File: src/rtl/wdt_pkg.sv
package wdt_pkg;

    // Action chosen for the counter in one cycle, in priority order of decode
    typedef enum logic [1:0] {
        WDT_ACT_HOLD  = 2'd0,
        WDT_ACT_STEP  = 2'd1,
        WDT_ACT_WRAP  = 2'd2,
        WDT_ACT_CLEAR = 2'd3
    } wdt_act_e;

    localparam int unsigned WDT_CNT_W_DEF  = 3;
    localparam int unsigned WDT_REG_W_DEF  = 4;
    localparam int unsigned WDT_KICK_B_DEF = 3;

endpackage

File: src/rtl/wdt_regif.sv
module wdt_regif
    import wdt_pkg::*;
#(
    parameter int unsigned CNT_W  = WDT_CNT_W_DEF,
    parameter int unsigned REG_W  = WDT_REG_W_DEF,
    parameter int unsigned KICK_B = WDT_KICK_B_DEF
) (
    input  logic             wr_en_i,
    input  logic [REG_W-1:0] wr_data_i,
    input  logic [CNT_W-1:0] cnt_i,
    output logic             kick_o,
    output logic [REG_W-1:0] rd_data_o
);

    // Only the restart bit of a write matters; all other written bits are dropped
    assign kick_o = wr_en_i & wr_data_i[KICK_B];

    // Read word: counter stages in the low bits, restart bit and spares read 0
    for (genvar i = 0; i < REG_W; i++) begin : g_rd
        if (i < CNT_W && i != KICK_B) begin : g_stage
            assign rd_data_o[i] = cnt_i[i];
        end else begin : g_zero
            assign rd_data_o[i] = 1'b0;
        end
    end

endmodule

File: src/rtl/wdt_action.sv
module wdt_action
    import wdt_pkg::*;
(
    input  logic     clk,
    input  logic     rst_n,
    input  logic     en_i,
    input  logic     kick_i,
    input  logic     tick_i,
    input  logic     at_max_i,
    output wdt_act_e act_o
);

    // Priority: disable, then restart, then tick (wrap or step), else hold
    always_comb begin
        if (!en_i || kick_i) begin
            act_o = WDT_ACT_CLEAR;
        end else if (tick_i) begin
            act_o = at_max_i ? WDT_ACT_WRAP : WDT_ACT_STEP;
        end else begin
            act_o = WDT_ACT_HOLD;
        end
    end

    // a restart in the overflow cycle must never produce a wrap
    p_kick_beats_wrap_r6: assert property (@(posedge clk) disable iff (!rst_n)
        kick_i |-> act_o == WDT_ACT_CLEAR);

    // without tick, restart or disable the counter must hold
    p_idle_holds_r3: assert property (@(posedge clk) disable iff (!rst_n)
        (en_i && !kick_i && !tick_i) |-> act_o == WDT_ACT_HOLD);

endmodule

File: src/rtl/wdt_counter.sv
module wdt_counter
    import wdt_pkg::*;
#(
    parameter int unsigned CNT_W = WDT_CNT_W_DEF
) (
    input  logic             clk,
    input  logic             rst_n,
    input  wdt_act_e         act_i,
    output logic [CNT_W-1:0] cnt_o,
    output logic             at_max_o,
    output logic             req_o
);

    localparam logic [CNT_W-1:0] CNT_ZERO = '0;
    localparam logic [CNT_W-1:0] CNT_ONE  = CNT_W'(1);

    typedef struct packed {
        logic [CNT_W-1:0] cnt;
        logic             req;
    } wdt_state_t;

    wdt_state_t st_d, st_q;

    always_comb begin
        st_d     = st_q;
        st_d.req = 1'b0;
        case (act_i)
            WDT_ACT_CLEAR: st_d.cnt = CNT_ZERO;
            WDT_ACT_STEP:  st_d.cnt = st_q.cnt + CNT_ONE;
            WDT_ACT_WRAP: begin
                st_d.cnt = CNT_ZERO;
                st_d.req = 1'b1;
            end
            default: st_d.cnt = st_q.cnt;
        endcase
    end

    always_ff @(posedge clk or negedge rst_n) begin
        if (!rst_n) begin
            st_q <= '0;
        end else begin
            st_q <= st_d;
        end
    end

    assign cnt_o    = st_q.cnt;
    assign req_o    = st_q.req;
    assign at_max_o = &st_q.cnt;

    // a step adds exactly one
    p_step_by_one_r2: assert property (@(posedge clk) disable iff (!rst_n)
        act_i == WDT_ACT_STEP |=> st_q.cnt == CNT_W'($past(st_q.cnt) + CNT_ONE));

    // a wrap clears the count and raises the request at the same edge
    p_wrap_fires_r4: assert property (@(posedge clk) disable iff (!rst_n)
        act_i == WDT_ACT_WRAP |=> (st_q.req && st_q.cnt == CNT_ZERO));

    // request is a single-cycle pulse
    p_single_pulse_r5: assert property (@(posedge clk) disable iff (!rst_n)
        st_q.req |=> !st_q.req);

endmodule

File: src/rtl/wdt_top.sv
module wdt_top
    import wdt_pkg::*;
#(
    parameter int unsigned CNT_W  = WDT_CNT_W_DEF,
    parameter int unsigned REG_W  = WDT_REG_W_DEF,
    parameter int unsigned KICK_B = WDT_KICK_B_DEF
) (
    input  logic             clk,
    input  logic             rst_n,
    input  logic             wdt_en_i,
    input  logic             tick_2hz_i,
    input  logic             wr_en_i,
    input  logic [REG_W-1:0] wr_data_i,
    output logic [REG_W-1:0] rd_data_o,
    output logic             rst_req_o
);

    logic [CNT_W-1:0] cnt;
    logic             at_max;
    logic             kick;
    wdt_act_e         act;

    wdt_regif #(.CNT_W(CNT_W), .REG_W(REG_W), .KICK_B(KICK_B)) u_regif (
        .wr_en_i   (wr_en_i),
        .wr_data_i (wr_data_i),
        .cnt_i     (cnt),
        .kick_o    (kick),
        .rd_data_o (rd_data_o)
    );

    wdt_action u_action (
        .clk      (clk),
        .rst_n    (rst_n),
        .en_i     (wdt_en_i),
        .kick_i   (kick),
        .tick_i   (tick_2hz_i),
        .at_max_i (at_max),
        .act_o    (act)
    );

    wdt_counter #(.CNT_W(CNT_W)) u_counter (
        .clk      (clk),
        .rst_n    (rst_n),
        .act_i    (act),
        .cnt_o    (cnt),
        .at_max_o (at_max),
        .req_o    (rst_req_o)
    );

    // disabled block holds zero and never requests reset
    p_disabled_quiet_r9: assert property (@(posedge clk) disable iff (!rst_n)
        !wdt_en_i |=> (rd_data_o == '0 && !rst_req_o));

    // a restart write clears the readable count with no request
    p_restart_clears_r6: assert property (@(posedge clk) disable iff (!rst_n)
        (wr_en_i && wr_data_i[KICK_B]) |=> (rd_data_o == '0 && !rst_req_o));

    // the restart bit never reads as one
    p_kick_reads_zero_r8: assert property (@(posedge clk) disable iff (!rst_n)
        rd_data_o[KICK_B] == 1'b0);

endmodule

File: config.mk
export PLATFORM = sky130hd
export DESIGN_NAME = wdt_top
export DESIGN_NICKNAME = d
export VERILOG_FILES = /design/src/rtl/wdt_pkg.sv /design/src/rtl/wdt_regif.sv /design/src/rtl/wdt_action.sv /design/src/rtl/wdt_counter.sv /design/src/rtl/wdt_top.sv
export SDC_FILE = /design/constraint.sdc
export NUM_CORES = 1
export LEC_CHECK = 0
export ABC_AREA = 1
export BUFFER_PORTS_ARGS = -buffer_cell sky130_fd_sc_hd__buf_2
export CORE_AREA = 4 4 41 43
export CTS_CLUSTER_DIAMETER = 40
export DETAILED_ROUTE_END_ITERATION = 8
export DIE_AREA = 0 0 45 47
export GPL_TIMING_DRIVEN = 0
export PLACE_DENSITY = 0.5
export SLEW_MARGIN = 10
export SYNTH_ARGS = -nofsm -noshare
export SYNTH_HDL_FRONTEND = slang
export SYNTH_SLANG_ARGS = --single-unit
File: constraint.sdc
create_clock -name clk -period 1.04 [get_ports clk]
set_input_delay 0.052 -clock clk [delete_from_list [all_inputs] [get_ports clk]]
set_output_delay 0.052 -clock clk [all_outputs]
set_load 0.05 [all_outputs]
# Word level (Yosys, flattened, before mapping)
# Index checks and enable logic that the tools add are counted.
totals:
  regBits: 4
  inputBits: 9
  elab_cells: 17
op_classes:
  n_addsub: 1
  eq_ne: 3
  n_mux: 5
  n_bitwise: 1
  n_reduce_logical: 5
ops:
  columns: ["cell", "n"]
  rows:
  - ["two-way mux 2 bit", 3]
  - ["case mux 3 bit (2 select lines)", 1]
  - ["== test 2 bit (second input constant)", 2]
  - ["adder 3 x 1 -> 3 bit (second input constant)", 1]
  - ["AND reduction 3 bit", 1]
  - ["== test 2 x 1 -> 1 bit (second input constant)", 1]
  - ["nonzero test 2 bit", 1]
  - ["OR reduction 2 bit", 1]
  - ["AND 1 bit", 1]
  - ["logical NOT 1 bit", 1]
  - ["logical OR 1 bit", 1]
  - ["two-way mux 1 bit", 1]

# Logic depth before layout (Yosys ltp)
# Gate-level depths: netlist of the first run.
depth:
  ltp_word: 7
  depth_mapped: 6

# Cells and area by module
# From an unflattened synthesis of the first run, not the netlist that was laid out.
unflattened:
  hier_cells: 33
  hier_area_um2: 246.5
modules_own_cells:
  columns: ["mod", "instances", "cells_each", "area_each_um2"]
  rows:
  - ["wdt_counter", 1, 19, 176.4]
  - ["wdt_regif", 1, 7, 41.3]
  - ["wdt_action", 1, 7, 28.8]

# Worst setup path after synthesis of the first run
# No wires, ideal clock.
synth_timing:
  kind: "register to register"
  from: "reg u_counter.st_q, in the netlist u_counter.cnt_o[0]"
  to: "reg u_counter.st_q, in the netlist u_counter.cnt_o[2]"
  setup_ns: 0.119
  arrival_time_ns: 1.293
  t_required_ns: 0.921
  path_slack_ns: -0.371
  stages_incl_launch_ff: 7
  synth_period_minus_slack_ns: 1.411
  path_cell_list: "dfrtp_1 > ha_1 > ha_1 > nand2_1 > inv_1 > nand4_1 > nand2_1"
synth_between:
  elab_chain_cells: 7
  elab_cells_between_ends: 11
synth_rtl:
  columns: ["item", "line", "rtl"]
  rows:
  - ["start: declaration", "wdt_counter.sv:22", "wdt_state_t st_d, st_q;"]
  - ["start signal: assignment", "wdt_counter.sv:42", "st_q <= st_d;"]
  - ["AND reduction 3 bit", "wdt_counter.sv:48", "assign at_max_o = &st_q.cnt;"]
  - ["two-way mux 2 bit", "wdt_action.sv:18", "act_o = at_max_i ? WDT_ACT_WRAP : WDT_ACT_STEP;"]
  - ["two-way mux 2 bit", "wdt_action.sv:17", "end else if (tick_i) begin"]
  - ["two-way mux 2 bit", "wdt_action.sv:15", "if (!en_i || kick_i) begin"]
  - ["== test 2 bit", "wdt_counter.sv:27", "case (act_i)"]
  - ["OR reduction 2 bit (no line)", null, null]
  - ["case mux 3 bit (2 select lines) / nonzero test 2 bit (equally long branches)", null, null]
# Parallel ways exist; a longest one is shown, timed or not.
# A chain may end at the register's enable or synchronous reset.

# Final worst setup path of the first run
layout_timing:
  from: "reg u_counter.st_q, in the netlist u_counter.cnt_o[1]"
  to: "reg u_counter.st_q, in the netlist u_counter.cnt_o[2]"
# Same word-level chain as after synthesis.

==> results of run 1 <==
cell usage in the layout (no fill, tap or decap):
cell type / n
sky130_fd_sc_hd__nand4_1: 4
sky130_fd_sc_hd__nand3_1: 1
sky130_fd_sc_hd__nand2_1: 5
sky130_fd_sc_hd__dlygate4sd3_1: 1
sky130_fd_sc_hd__inv_1: 2
sky130_fd_sc_hd__buf_2: 7
sky130_fd_sc_hd__clkbuf_1: 1
sky130_fd_sc_hd__nor2_1: 2
sky130_fd_sc_hd__xnor2_1: 1
sky130_fd_sc_hd__conb_1: 1
sky130_fd_sc_hd__buf_4: 3
sky130_fd_sc_hd__clkbuf_4: 3
sky130_fd_sc_hd__nand2_2: 1
sky130_fd_sc_hd__buf_6: 2
sky130_fd_sc_hd__nand2_4: 1
sky130_fd_sc_hd__dfrtp_2: 3
sky130_fd_sc_hd__inv_2: 1
sky130_fd_sc_hd__ha_4: 2
sky130_fd_sc_hd__dfrtp_1: 1
sequential cells by signal, indices dropped and copies added, names as in the netlist:
register / flops
u_counter.cnt_o: 3
u_counter.req_o: 1
worst max-delay path, stage by stage (launching register included):
cell and delay (ns):
sky130_fd_sc_hd__dfrtp_2 0.42, sky130_fd_sc_hd__ha_4 0.17, sky130_fd_sc_hd__ha_4 0.25, sky130_fd_sc_hd__nand2_2 0.04, sky130_fd_sc_hd__inv_2 0.04, sky130_fd_sc_hd__nand4_1 0.06
sky130_fd_sc_hd__nand2_1 0.08
cell type report:
class,instances,area [sq um]
Buffer,1,7.51
Clock buffer,4,26.3
Fill cell,162,915
Inverter,3,11.3
Multi-Input combinational cell,18,136
Sequential cell,4,104
Tap cell,15,18.8
Timing Repair Buffer,12,82.6
routing by layer:
| metal | part of all wire (%) | routed length, um |
|---|---|---|
| met1 | 47 | 263 |
| met2 | 40 | 225 |
| met3 | 8.1 | 45 |
| met4 | 4.1 | 23 |
| met5 | 0 | 0 |
stage by stage:
| stage | utilization, % | power [mW] | instance area [sq um] | hold slack [ns] | std cells |
|---|---|---|---|---|---|
| finish | 29.7 | 0.479 | 387 | 0.102 | 57 |
| global placement | 24.6 | 0.247 | 320 | -0.139 | 50 |
| CTS | 29.2 | 0.486 | 380 | 0.0919 | 57 |
| floorplan | - | 0.220 | 256 | -0.244 | 26 |
| global route | 29.7 | 0.515 | 387 | 0.115 | 57 |
| detailed placement | 24.6 | 0.248 | 320 | -0.139 | 50 |
repair_timing:
item,in CTS,in global routing
pin swaps,0,4
resized for setup,3,3
gates cloned,0,0
hold buffers,1,0
endpoints found under the hold margin,4,0
setup buffers,2,0
endpoints found under the setup margin,2,4
logic make-up (layout without fill, tap and decap cells):
logic type,count (synthesis),count (layout),synth area share [%]
buffers and inverters,4,20,8.52
xor gates and xnor gates,1,1,3.98
DFF,4,4,45.5
adders and majority gates,2,2,11.4
other,1,1,1.70
and+or+nand+nor,14,14,29.0
worst max-delay path by stage:
| stage | start | to | slack, ns | depth (start not counted) |
|---|---|---|---|---|
| 2_1_floorplan | u_counter.cnt_o[0] | u_counter.cnt_o[2] | -0.18 | 6 |
| 3_3_place_gp | u_counter.cnt_o[0] | u_counter.cnt_o[2] | -0.08 | 6 |
| 3_5_place_dp | u_counter.cnt_o[0] | u_counter.cnt_o[2] | -0.09 | 6 |
| 4_1_cts | u_counter.cnt_o[1] | u_counter.cnt_o[2] | -0.09 | 6 |
| 5_1_grt | u_counter.cnt_o[1] | u_counter.cnt_o[2] | -0.13 | 6 |
| 6_report | u_counter.cnt_o[1] | u_counter.cnt_o[2] | -0.09 | 6 |
where the power goes:
group          internal [mW]  leakage [nW]  switching [mW]  total [mW]
combinational         0.0391         0.147          0.0560      0.0951
sequential             0.162        0.0502         0.00575       0.168
clock                  0.144        0.0150          0.0714       0.216
total                  0.346         0.212           0.133       0.479
==> results.txt, run 1 <==
----------------------------------------------------
[Outcome]
  Outcome ... finished, violations left
  Failing checks ... setup timing

[Routing]
  Drt wl/cell ... 9.79 um
  Post-route ant nets ... 0
  DRC errors left ... 0
  Violation count after the first detailed-route iteration ... 0
  First-pass iteration count of the detailed router ... 1
  Vias per Instance ... 3.93
  Overall routed net length ... 558 um
  Vias after detailed routing ... 224

[Place]
  Pre-CTS worst setup slack ... -0.0852 ns
  Placed wire-length estimate after detailed placement ... 415 um
  Number of port buffers ... 9
  Placer's final routability congestion estimate ... 0.689

[Yosys]
  Largest cells by area after synthesis ... sky130_fd_sc_hd__dfrtp_1, sky130_fd_sc_hd__nand2_1, sky130_fd_sc_hd__ha_1, sky130_fd_sc_hd__nand4_1, sky130_fd_sc_hd__inv_1
  Distinct cells, synth ... 10
  Count of mapped cells out of synthesis ... 26
  Top cell type's share of synthesized area ... 45.5%
  Post-synthesis sequential area ratio ... 45.5%
  Post-synth design cell area ... 220 sq um
  Cell taking the most area after synthesis ... sky130_fd_sc_hd__dfrtp_1
  Synth Register Bits ... 4
  Yosys warnings ... 0
  EDFF count, synth ... 0
  Share of async-settable or async-resettable flops after synthesis ... 100%
  Post-Synthesis Mean Instance Area ... 8.47 sq um
  Total nets after synthesis ... 37
  Most numerous cell in the Yosys netlist ... sky130_fd_sc_hd__nand2_1
  Top FF cell, synth ... sky130_fd_sc_hd__dfrtp_1
  Most instantiated cells after synthesis ... sky130_fd_sc_hd__nand2_1, sky130_fd_sc_hd__dfrtp_1, sky130_fd_sc_hd__nand4_1, sky130_fd_sc_hd__inv_1

[Global routing]
  Met1 usage in global routing ... 6.67%
  Grt met2 use ... 9.89%
  M3 GR Usage ... 3.83%
  Largest net degree at the start of global routing ... 7
  Overflow after GRT ... 0
  Most utilized layer in the global route result ... met2
  Number of antenna violations at the first check in global routing ... 0
  Wire length of the first global-routing pass ... 952 um
  Vias in the first global route ... 248
  Aggregate global-route resource usage ... 6.82%

[Worst setup path]
  Worst setup path class ... register to register
  Worst r2r src ... u_counter.cnt_o[1]
  CP max FO ... 2
  Launching element type of the critical path ... register
  Req. time, crit path ... 1.21 ns
  Crit. End Element ... register
  Endpoint of the most critical register-to-register path ... u_counter.cnt_o[2]
  Reg2reg path depth ... 6
  WP data arrival ... 1.30 ns
  Register-to-register path setup slack ... -0.09 ns

[Timing]
  Highest achievable clock rate ... 887 MHz
  Final critical-path share of the clock period ... 108%
  Fin. Hold Viols ... 0
  RSZ-0062 raised after global routing ... true
  Setup slack of the critical path after layout ... -0.0875 ns
  Finish-stage setup viols ... 2
  Min Tclk post-route ... 1.13 ns
  Sum Neg Setup Slack ... -0.0882 ns
  Setup Skew ... 0.00272 ns
  Count of final max-slew check failures ... 0

[Run]
  Max_cap viols ... 0

[Clock tree]
  Clock tree from TritonCTS ... yes
  Number of levels in the clock H-tree ... 1
  Later-pin clock latency in the skew report ... 0.24 ns
  Clock sink count ... 4
  Clock-pin slew of the registers on the worst-case setup and hold paths ... 0.04 ns
  Number of buffers inserted during clock tree synthesis ... 3
  Root Buffer Master ... sky130_fd_sc_hd__clkbuf_4
  Maximum root-to-sink buffer count ... 2

[Power and ir drop]
  VDD IR-drop max ... 465 uV
  Static power due to leakage ... 0.212 nW
  Power density over the cells ... 1240 nW/um^2

[Final layout]
  Number of diodes added for antenna fixing ... 0
  Ratio of cells with drive above 1 in the final layout ... 54.8%
  Total Nets Final ... 54
  Post-synthesis to final-layout area growth ... 75.6%

[Worst hold path]
  Endpoint of the worst hold-timing path ... u_counter.req_o
  Hold Path Origin ... wdt_en_i
  Worst hold path cell count ... 3
  Class of the worst hold path ... input pin to register

[Floorplanning]
  Die outline area ... 2120 sq um
  X dimension of the die ... 45 um
  Placeable core region ... 1300 sq um
  Die span in y ... 47 um
  Number of placed I/O pins ... 14
  Starting density of the core ... 16.9%
  Placement Rows ... 13

----------------------------------------------------
Note: power is estimated with default switching activity, not from simulation.
==> inputs of run 2 (changes only) <==
--- a/config.mk
+++ b/config.mk
@@ -5,7 +5,6 @@
 export SDC_FILE = /design/constraint.sdc
 export NUM_CORES = 1
 export LEC_CHECK = 0
-export ABC_AREA = 1
 export BUFFER_PORTS_ARGS = -buffer_cell sky130_fd_sc_hd__buf_2
 export CORE_AREA = 4 4 41 43
 export CTS_CLUSTER_DIAMETER = 40
==> run 2 against run 1 <==
- the run still ends with setup timing left
- via count fell by 10%
- critical endpoint is now u_counter.cnt_o[0]
- combinational power fell by 11%
- sequential power barely moved
- clock skew fell by 0.0019 ns
- clock power fell by 12%
- sequential cell count did not move
- fmax fell by 13%
- count of clock-buffer cells in the layout fell by 1
- sequential share of layout area fell by 0.32 points
- hold slack got worse by 0.014 ns
- non-clock buffer count rose by 1
- register-to-register slack got worse by 0.17 ns
==> results.txt, run 2 <==
----------------------------------------------------
[Yosys]
  Distinct cells, synth ... 12 (+2)
  Top FF cell, synth ... sky130_fd_sc_hd__dfrtp_1
  Share of the synthesized area in compound gates (AO/OA/AOI/OAI) ... 13.4% (+13 points)
  Synth Area in Simple Gates ... 23.3% (-5.7 points)
  Synth Register Bits ... 4 (unchanged)
  Most numerous cell in the Yosys netlist ... sky130_fd_sc_hd__dfrtp_1
  Count of mapped cells out of synthesis ... 20 (-23%)
  Cell taking the most area after synthesis ... sky130_fd_sc_hd__dfrtp_1
  Share of the synthesized netlist area taken by xor and xnor gates ... 0% (-4.0 points)
  Post-synthesis sequential area ratio ... 46.5% (+1.1 points)
  Post-synth design cell area ... 215 sq um (-2.3%)
  Most instantiated cells after synthesis ... sky130_fd_sc_hd__dfrtp_1, sky130_fd_sc_hd__nand2b_1, sky130_fd_sc_hd__a21oi_1, sky130_fd_sc_hd__ha_1, sky130_fd_sc_hd__nand3b_1
  Post-Synthesis Mean Instance Area ... 10.8 sq um (+27%)
  EDFF count, synth ... 0 (unchanged)
  Mux cell area share after synthesis ... 0% (unchanged)
  Combinational family with the most area after synthesis ... simple AND/OR/NAND/NOR gates
  Post-Synth Adder-Cell Area ... 11.6% (+0.26 points)
  Top cell type's share of synthesized area ... 46.5% (+1.1 points)
  Total nets after synthesis ... 31 (-16%)
  Largest cells by area after synthesis ... sky130_fd_sc_hd__dfrtp_1, sky130_fd_sc_hd__ha_1, sky130_fd_sc_hd__nand2b_1, sky130_fd_sc_hd__nand3b_1, sky130_fd_sc_hd__a21bo_2
  Share of async-settable or async-resettable flops after synthesis ... 100% (unchanged)
  Yosys warnings ... 0 (unchanged)

[Routing]
  Violation count after the first detailed-route iteration ... 0 (unchanged)
  Post-route ant nets ... 0 (unchanged)
  Overall routed net length ... 572 um (+2.5%)
  Vias per Instance ... 3.94 (+0.29%)
  Drt wl/cell ... 11.2 um (+15%)
  DRC errors left ... 0 (unchanged)
  First-pass iteration count of the detailed router ... 1 (unchanged)
  Vias after detailed routing ... 201 (-10%)

[Global routing]
  Vias in the first global route ... 241 (-2.8%)
  Largest net degree at the start of global routing ... 8 (+1)
  Aggregate global-route resource usage ... 7.06% (+0.24 points)
  Overflow after GRT ... 0 (unchanged)
  Wire length of the first global-routing pass ... 986 um (+3.6%)
  Number of antenna violations at the first check in global routing ... 0 (unchanged)

[Clock tree]
  Clock sink count ... 4 (unchanged)
  Later-pin clock latency in the skew report ... 0.23 ns (about the same)
  Maximum root-to-sink buffer count ... 2 (unchanged)
  Number of buffers inserted during clock tree synthesis ... 3 (unchanged)
  Root Buffer Master ... sky130_fd_sc_hd__clkbuf_4
  Clock tree from TritonCTS ... yes
  Number of levels in the clock H-tree ... 1 (unchanged)
  Clock-pin slew of the registers on the worst-case setup and hold paths ... 0.04 ns (about the same)

[Timing]
  Setup slack of the critical path after layout ... -0.262 ns (-0.174 ns)
  Highest achievable clock rate ... 768 MHz (-13%)
  RSZ-0062 raised after global routing ... true
  Finish-stage setup viols ... 4 (+2)
  Min Tclk post-route ... 1.30 ns (+0.174 ns)
  Hold Worst Slack ... 0.0889 ns (-0.0135 ns)
  Final critical-path share of the clock period ... 125% (+17 points)
  Fin. Hold Viols ... 0 (unchanged)
  Count of final max-slew check failures ... 0 (unchanged)
  Setup Skew ... 0.000869 ns (-0.00185 ns)

[Place]
  Post-DP Area ... 307 sq um (-4.3%)
  Placer's final routability congestion estimate ... 0.655 (-4.9%)
  Pre-CTS worst setup slack ... -0.304 ns (-0.218 ns)
  Number of port buffers ... 9 (unchanged)
  Placed wire-length estimate after detailed placement ... 436 um (+5.1%)
  DP Cell Count ... 44 (-12%)

[Outcome]
  Outcome ... finished, violations left
  Failing checks ... setup timing

[Power and ir drop]
  Cell internal power dissipation ... 0.328 mW (-5.2%)
  Sequential cell fraction of total power ... 37.6% (+2.5 points)
  Static power due to leakage ... 0.175 nW (-18%)
  VDD IR-drop max ... 429 uV (-7.7%)
  Switch Pwr ... 0.113 mW (-15%)
  Proportion of power drawn by the clock network ... 43.2% (-1.9 points)
  Net Sw Frac ... 25.6% (-2.2 points)
  Power density over the cells ... 1140 nW/um^2 (-8.1%)
  Gate power share ... 19.2% (-0.7 points)

[Final layout]
  Number of diodes added for antenna fixing ... 0 (unchanged)
  Commonest non-fill, non-tap cell in the layout ... sky130_fd_sc_hd__buf_2
  Summed area of non-filler cells in the final layout ... 387 sq um (unchanged)
  Post-synthesis to final-layout area growth ... 79.7%
  Layout Cells excl Fill ... 51 (-11%)
  Leading cell types in the layout, fill and taps excluded ... sky130_fd_sc_hd__buf_2, sky130_fd_sc_hd__buf_4, sky130_fd_sc_hd__nand2b_1, sky130_fd_sc_hd__a21oi_2, sky130_fd_sc_hd__clkbuf_4
  Max FFs per register ... 3 (unchanged)
  Layout Utilization ... 29.7% (unchanged)
  Ratio of cells with drive above 1 in the final layout ... 72.2% (+17 points)
  Total Nets Final ... 49 (-9.3%)
  Fillers ... 144 (-11%)

[Floorplanning]
  Die span in y ... 47 um (unchanged)
  Die outline area ... 2120 sq um (unchanged)
  X dimension of the die ... 45 um (unchanged)
  Number of placed I/O pins ... 14 (unchanged)
  Starting density of the core ... 16.5% (-0.38 points)
  Placement Rows ... 13 (unchanged)
  Placeable core region ... 1300 sq um (unchanged)

[Worst hold path]
  Worst hold path cell count ... 3 (unchanged)
  Class of the worst hold path ... input pin to register

[Worst setup path]
  Reg2reg path depth ... 4 (-2)
  WP data arrival ... 1.46 ns (+0.16 ns)
  Worst setup path class ... register to register
  Req. time, crit path ... 1.19 ns (-0.02 ns)
  Launching element type of the critical path ... register
  Crit. End Element ... register
  CP max FO ... 2 (unchanged)

[Run]
  Max_cap viols ... 0 (unchanged)

----------------------------------------------------
run 2: cell types whose count changed after synthesis, sizes merged, moves of 2 or more:
cell	change
nand3b	+2
a21oi	+3
nand4	-4
inv	-3
nand2	-6
nand2b	+3
run 2: power groups by stage:
stage / Sequential, mW / Clock (mW) / Combinational [mW]
after floorplan: 0.183 / 0 / 0.0288
final: 0.166 / 0.190 / 0.0848
after global placement: 0.169 / 0 / 0.0629
after detailed placement: 0.169 / 0 / 0.0659
after CTS: 0.165 / 0.204 / 0.0781
after global routing: 0.166 / 0.219 / 0.0905
run 2: cells by family after synthesis:
group / after synthesis
and+or+nand+nor: 8
buffers and inverters: 1
adders and majority gates: 2
other: 1
AOI/OAI and AO/OA: 4
DFF: 4
run 2: path summary, 6_finish.rpt:
kind | endpoint | slack (ns) | startpoint
hold reg to reg | u_counter.cnt_o[2] | 0.63 | u_counter.cnt_o[2]
hold / removal | u_counter.req_o | 0.09 | tick_2hz_i
setup reg to reg | u_counter.cnt_o[0] | -0.26 | u_counter.cnt_o[1]
max in group asynchronous | u_counter.cnt_o[0] | 0.75 | rst_n
setup / recovery | u_counter.cnt_o[0] | -0.26 | u_counter.cnt_o[1]
min in group asynchronous | u_counter.req_o | 0.15 | rst_n
run 2: area by class of cell:
cell class	instances	area (sq um)	share of cell area [%]
tap	15	18.8	4.85
sequential	4	103	26.5
buffer	1	7.51	1.94
timing repair buffer	13	90.1	23.3
multi-input combinational	15	145	37.5
clock buffer	3	22.5	5.83
run 2: layer usage:
layer | wire [um] | track usage (%) | part of all wire, %
met5 | 0 | 0 | 0
met4 | 0 | 3.51 | 0
met3 | 59 | 4.60 | 10
met2 | 271 | 11.6 | 47
met1 | 241 | 6.90 | 42
run 2: what timing repair did:
item / in CTS / in global routing
setup buffers: 3 / 0
hold buffers: 1 / 0
resized for setup: 2 / 6
endpoints found under the hold margin: 4 / 0
setup endpoints to repair: 3 / 6
pin swaps: 2 / 1
run 2: critical path, stage by stage (launching register included):
cell and delay, ns:
sky130_fd_sc_hd__dfrtp_2 0.42, sky130_fd_sc_hd__ha_4 0.17, sky130_fd_sc_hd__ha_4 0.15, sky130_fd_sc_hd__or3b_1 0.36
sky130_fd_sc_hd__a21oi_2 0.13
run 2: metrics by stage:
stage                     TNS (ns)  power [mW]
after global routing        -0.865       0.476
after floorplan             -0.737       0.212
final                       -0.674       0.441
after global placement      -0.418       0.232
after CTS                   -0.693       0.447
after detailed placement    -0.447       0.235
==> inputs of run 3 (changes only) <==
--- a/config.mk
+++ b/config.mk
@@ -11,8 +11,9 @@
 export DETAILED_ROUTE_END_ITERATION = 8
 export DIE_AREA = 0 0 45 47
 export GPL_TIMING_DRIVEN = 0
-export PLACE_DENSITY = 0.5
+export PLACE_DENSITY = 0.52
 export SLEW_MARGIN = 10
 export SYNTH_ARGS = -nofsm -noshare
 export SYNTH_HDL_FRONTEND = slang
+export SYNTH_HIERARCHICAL = 1
 export SYNTH_SLANG_ARGS = --single-unit
==> constraint.sdc (replaced) <==
create_clock -name clk -period 1.04 [get_ports clk]
set_input_delay 0.208 -clock clk [delete_from_list [all_inputs] [get_ports clk]]
set_output_delay 0.208 -clock clk [all_outputs]
set_load 0.05 [all_outputs]
==> run 3 against run 2 <==
- the run still ends with setup timing left
- via count is 0.50% higher
- register-to-register slack hardly changed
- non-clock buffer count grew 3
- critical endpoint is now u_counter/cnt_o[2]
- critical path type unchanged
- largest power group unchanged
==> results.txt, run 3 <==
----------------------------------------------------
[Outcome]
  Outcome ... finished, violations left
  Failing checks ... setup timing

[Final layout]
  Multi-input gate area ... 131 sq um (-9.5%)
  Number of diodes added for antenna fixing ... 0 (unchanged)
  Post-synthesis to final-layout area growth ... 72.2%
  Commonest non-fill, non-tap cell in the layout ... sky130_fd_sc_hd__buf_4
  Max FFs per register ... 3 (unchanged)
  Total Nets Final ... 53 (+8.2%)
  Leading cell types in the layout, fill and taps excluded ... sky130_fd_sc_hd__buf_4, sky130_fd_sc_hd__buf_2, sky130_fd_sc_hd__clkbuf_4
  Fillers ... 145 (+0.69%)
  Ratio of cells with drive above 1 in the final layout ... 62.5% (-9.7 points)
  Layout Utilization ... 32.1% (+2.4 points)
  Area used by sequential logic in the layout ... 101 sq um (-1.2%)

[Timing]
  RSZ-0062 raised after global routing ... true
  Final critical-path share of the clock period ... 125% (-0.55 points)
  Count of final max-slew check failures ... 0 (unchanged)
  Setup Skew ... 0.00263 ns (+0.00176 ns)
  Hold Worst Slack ... 0.306 ns (+0.217 ns)
  Setup slack of the critical path after layout ... -0.256 ns (+0.00569 ns)
  Highest achievable clock rate ... 772 MHz (+0.44%)
  Fin. Hold Viols ... 0 (unchanged)
  Min Tclk post-route ... 1.30 ns (-0.00569 ns)
  Finish-stage setup viols ... 7 (+3)
  Sum Neg Setup Slack ... -1.41 ns (-0.735 ns)

[Floorplanning]
  Placeable core region ... 1300 sq um (unchanged)
  Die outline area ... 2120 sq um (unchanged)
  Die span in y ... 47 um (unchanged)
  Starting density of the core ... 18.7% (+2.1 points)
  Number of placed I/O pins ... 14 (unchanged)
  Placement Rows ... 13 (unchanged)
  X dimension of the die ... 45 um (unchanged)

[Yosys]
  Distinct cells, synth ... 13 (+1)
  Largest cells by area after synthesis ... sky130_fd_sc_hd__dfrtp_1, sky130_fd_sc_hd__buf_4, sky130_fd_sc_hd__ha_1, sky130_fd_sc_hd__mux2i_1, sky130_fd_sc_hd__nor2_1
  Total nets after synthesis ... 35 (+13%)
  Post-synth design cell area ... 243 sq um (+13%)
  Top FF cell, synth ... sky130_fd_sc_hd__dfrtp_1
  Share of async-settable or async-resettable flops after synthesis ... 100% (unchanged)
  Top cell type's share of synthesized area ... 41.2% (-5.3 points)
  Post-synthesis sequential area ratio ... 41.2% (-5.3 points)
  Post-Synthesis Mean Instance Area ... 10.1 sq um (-6.0%)
  EDFF count, synth ... 0 (unchanged)
  Count of mapped cells out of synthesis ... 24 (+20%)
  Synth Register Bits ... 4 (unchanged)
  Most instantiated cells after synthesis ... sky130_fd_sc_hd__buf_4, sky130_fd_sc_hd__dfrtp_1, sky130_fd_sc_hd__nor2_1
  Yosys warnings ... 6 (+6)
  Cell taking the most area after synthesis ... sky130_fd_sc_hd__dfrtp_1

[Power and ir drop]
  Static power due to leakage ... 0.219 nW (+25%)
  PnR Total Power ... 0.530 mW (+20%)
  VDD IR-drop max ... 465 uV (+8.4%)
  Power density over the cells ... 1270 nW/um^2 (+11%)

[Worst setup path]
  Req. time, crit path ... 1.16 ns (-0.03 ns)
  Launching element of the worst setup path ... u_counter/cnt_o[1]
  Crit. End Element ... register
  WP data arrival ... 1.42 ns (-0.04 ns)
  Worst r2r src ... u_counter/cnt_o[1]
  CP max FO ... 4 (+2)
  Worst setup path class ... register to register
  Launching element type of the critical path ... register

[Clock tree]
  Clock tree from TritonCTS ... yes
  Clock-pin slew of the registers on the worst-case setup and hold paths ... 0.04 ns (about the same)
  Number of levels in the clock H-tree ... 1 (unchanged)
  Later-pin clock latency in the skew report ... 0.24 ns (about the same)
  Clock sink count ... 4 (unchanged)
  Root Buffer Master ... sky130_fd_sc_hd__clkbuf_4
  Maximum root-to-sink buffer count ... 2 (unchanged)
  Number of buffers inserted during clock tree synthesis ... 3 (unchanged)

[Global routing]
  Vias in the first global route ... 226 (-6.2%)
  Aggregate global-route resource usage ... 6.81% (-0.25 points)
  Largest net degree at the start of global routing ... 5 (-3)
  Wire length of the first global-routing pass ... 938 um (-4.9%)
  Number of antenna violations at the first check in global routing ... 0 (unchanged)
  Overflow after GRT ... 0 (unchanged)

[Routing]
  Overall routed net length ... 540 um (-5.6%)
  Drt wl/cell ... 9.82 um (-12%)
  Vias per Instance ... 3.67 (-6.8%)
  Violation count after the first detailed-route iteration ... 1 (+1)
  First-pass iteration count of the detailed router ... 2 (+1)
  DRC errors left ... 0 (unchanged)
  Post-route ant nets ... 0 (unchanged)
  Vias after detailed routing ... 202 (+0.50%)

[Place]
  Placer's final routability congestion estimate ... 0.697 (+6.5%)
  Placed wire-length estimate after detailed placement ... 372 um (-15%)
  Number of port buffers ... 9 (unchanged)

[Run]
  Max_cap viols ... 0 (unchanged)

[Worst hold path]
  Class of the worst hold path ... input pin to async pin

----------------------------------------------------
## run 3: cell types whose count changed in the layout (fill, tap and decap cells not counted), moves of 2 or more
| cell | before | now |
|---|---|---|
| sky130_fd_sc_hd__nor2_1 | 0 | 3 |
| sky130_fd_sc_hd__nand2_1 | 0 | 2 |
| sky130_fd_sc_hd__mux2i_1 | 0 | 2 |
| sky130_fd_sc_hd__buf_2 | 7 | 5 |
| sky130_fd_sc_hd__buf_4 | 4 | 6 |
| sky130_fd_sc_hd__buf_8 | 0 | 2 |
| sky130_fd_sc_hd__nand3b_1 | 2 | 0 |
| sky130_fd_sc_hd__nand2b_1 | 3 | 0 |
| sky130_fd_sc_hd__a21oi_2 | 3 | 0 |
## run 3: timing repair
action / 4_1_cts / 5_1_grt
resized for setup: 9 / 2
setup endpoints to repair: 7 / 8
buffers inserted: 4 / 0
hold buffers: 1 / 0
pin swaps: 1 / 2
hold endpoints to repair: 4 / 0
## run 3: cells by family (layout without fill, tap and decap cells)
group / count (synthesis) / count (layout) / synth area share [%]
and+or+nand+nor: 8 / 8 / 17.5
other: 1 / 1 / 1.54
muxes: 2 / 2 / 8.25
DFF: 4 / 4 / 41.2
buffers and inverters: 5 / 21 / 13.9
adders and majority gates: 2 / 2 / 10.3
xor gates and xnor gates: 1 / 1 / 3.61
AOI/OAI and AO/OA: 1 / 1 / 3.61
## run 3: area by class of cell
class | count | area share [%]
multi-input cells | 15 | 31.4
repair buffers | 14 | 27.2
flip-flops and latches | 4 | 24.3
plain buffers | 3 | 6.29
clock buffers | 3 | 5.39
well taps | 15 | 4.49
inverters | 1 | 0.898
## run 3: through the flow
step	setup WS, ns	instance area, sq um	cells
2_1_floorplan	-0.205	265	24
3_3_place_gp	-0.293	329	48
3_5_place_dp	-0.291	329	48
4_1_cts	-0.294	414	55
5_1_grt	-0.318	418	55
6_report	-0.256	418	55
## run 3: power by group
group | internal (mW) | switching (mW)
Clock | 0.130 | 0.0713
Combinational | 0.0758 | 0.0820
Sequential | 0.166 | 0.00569
Total | 0.371 | 0.159
## run 3: layer usage
metal	vias to the layer above	track usage, %	routed length, um
li1	102	-	-
met1	89	7.78	248
met2	11	9.04	216
met3	0	4.21	75
met4	0	5.26	0
met5	-	0	0
## run 3: worst paths after layout
| kind | end | slack (ns) | cells after the start |
|---|---|---|---|
| worst max-delay path | u_counter/cnt_o[2] | -0.26 | 5 |
| worst min-delay path | u_counter/cnt_o[1] | 0.31 | 2 |
| worst max register to register | u_counter/cnt_o[2] | -0.26 | 5 |
| worst min register to register | u_counter/cnt_o[2] | 0.61 | 2 |
| max in group asynchronous | u_counter/cnt_o[2] | 0.60 | 2 |
| min in group clk | u_counter/cnt_o[2] | 0.32 | 4 |
## run 3: critical path: stages, from the launching register on
cell and delay (ns):
sky130_fd_sc_hd__dfrtp_1 0.37, sky130_fd_sc_hd__ha_2 0.20, sky130_fd_sc_hd__ha_4 0.16, sky130_fd_sc_hd__o21ai_4 0.18, sky130_fd_sc_hd__mux2i_1 0.20, sky130_fd_sc_hd__nor2_1 0.06
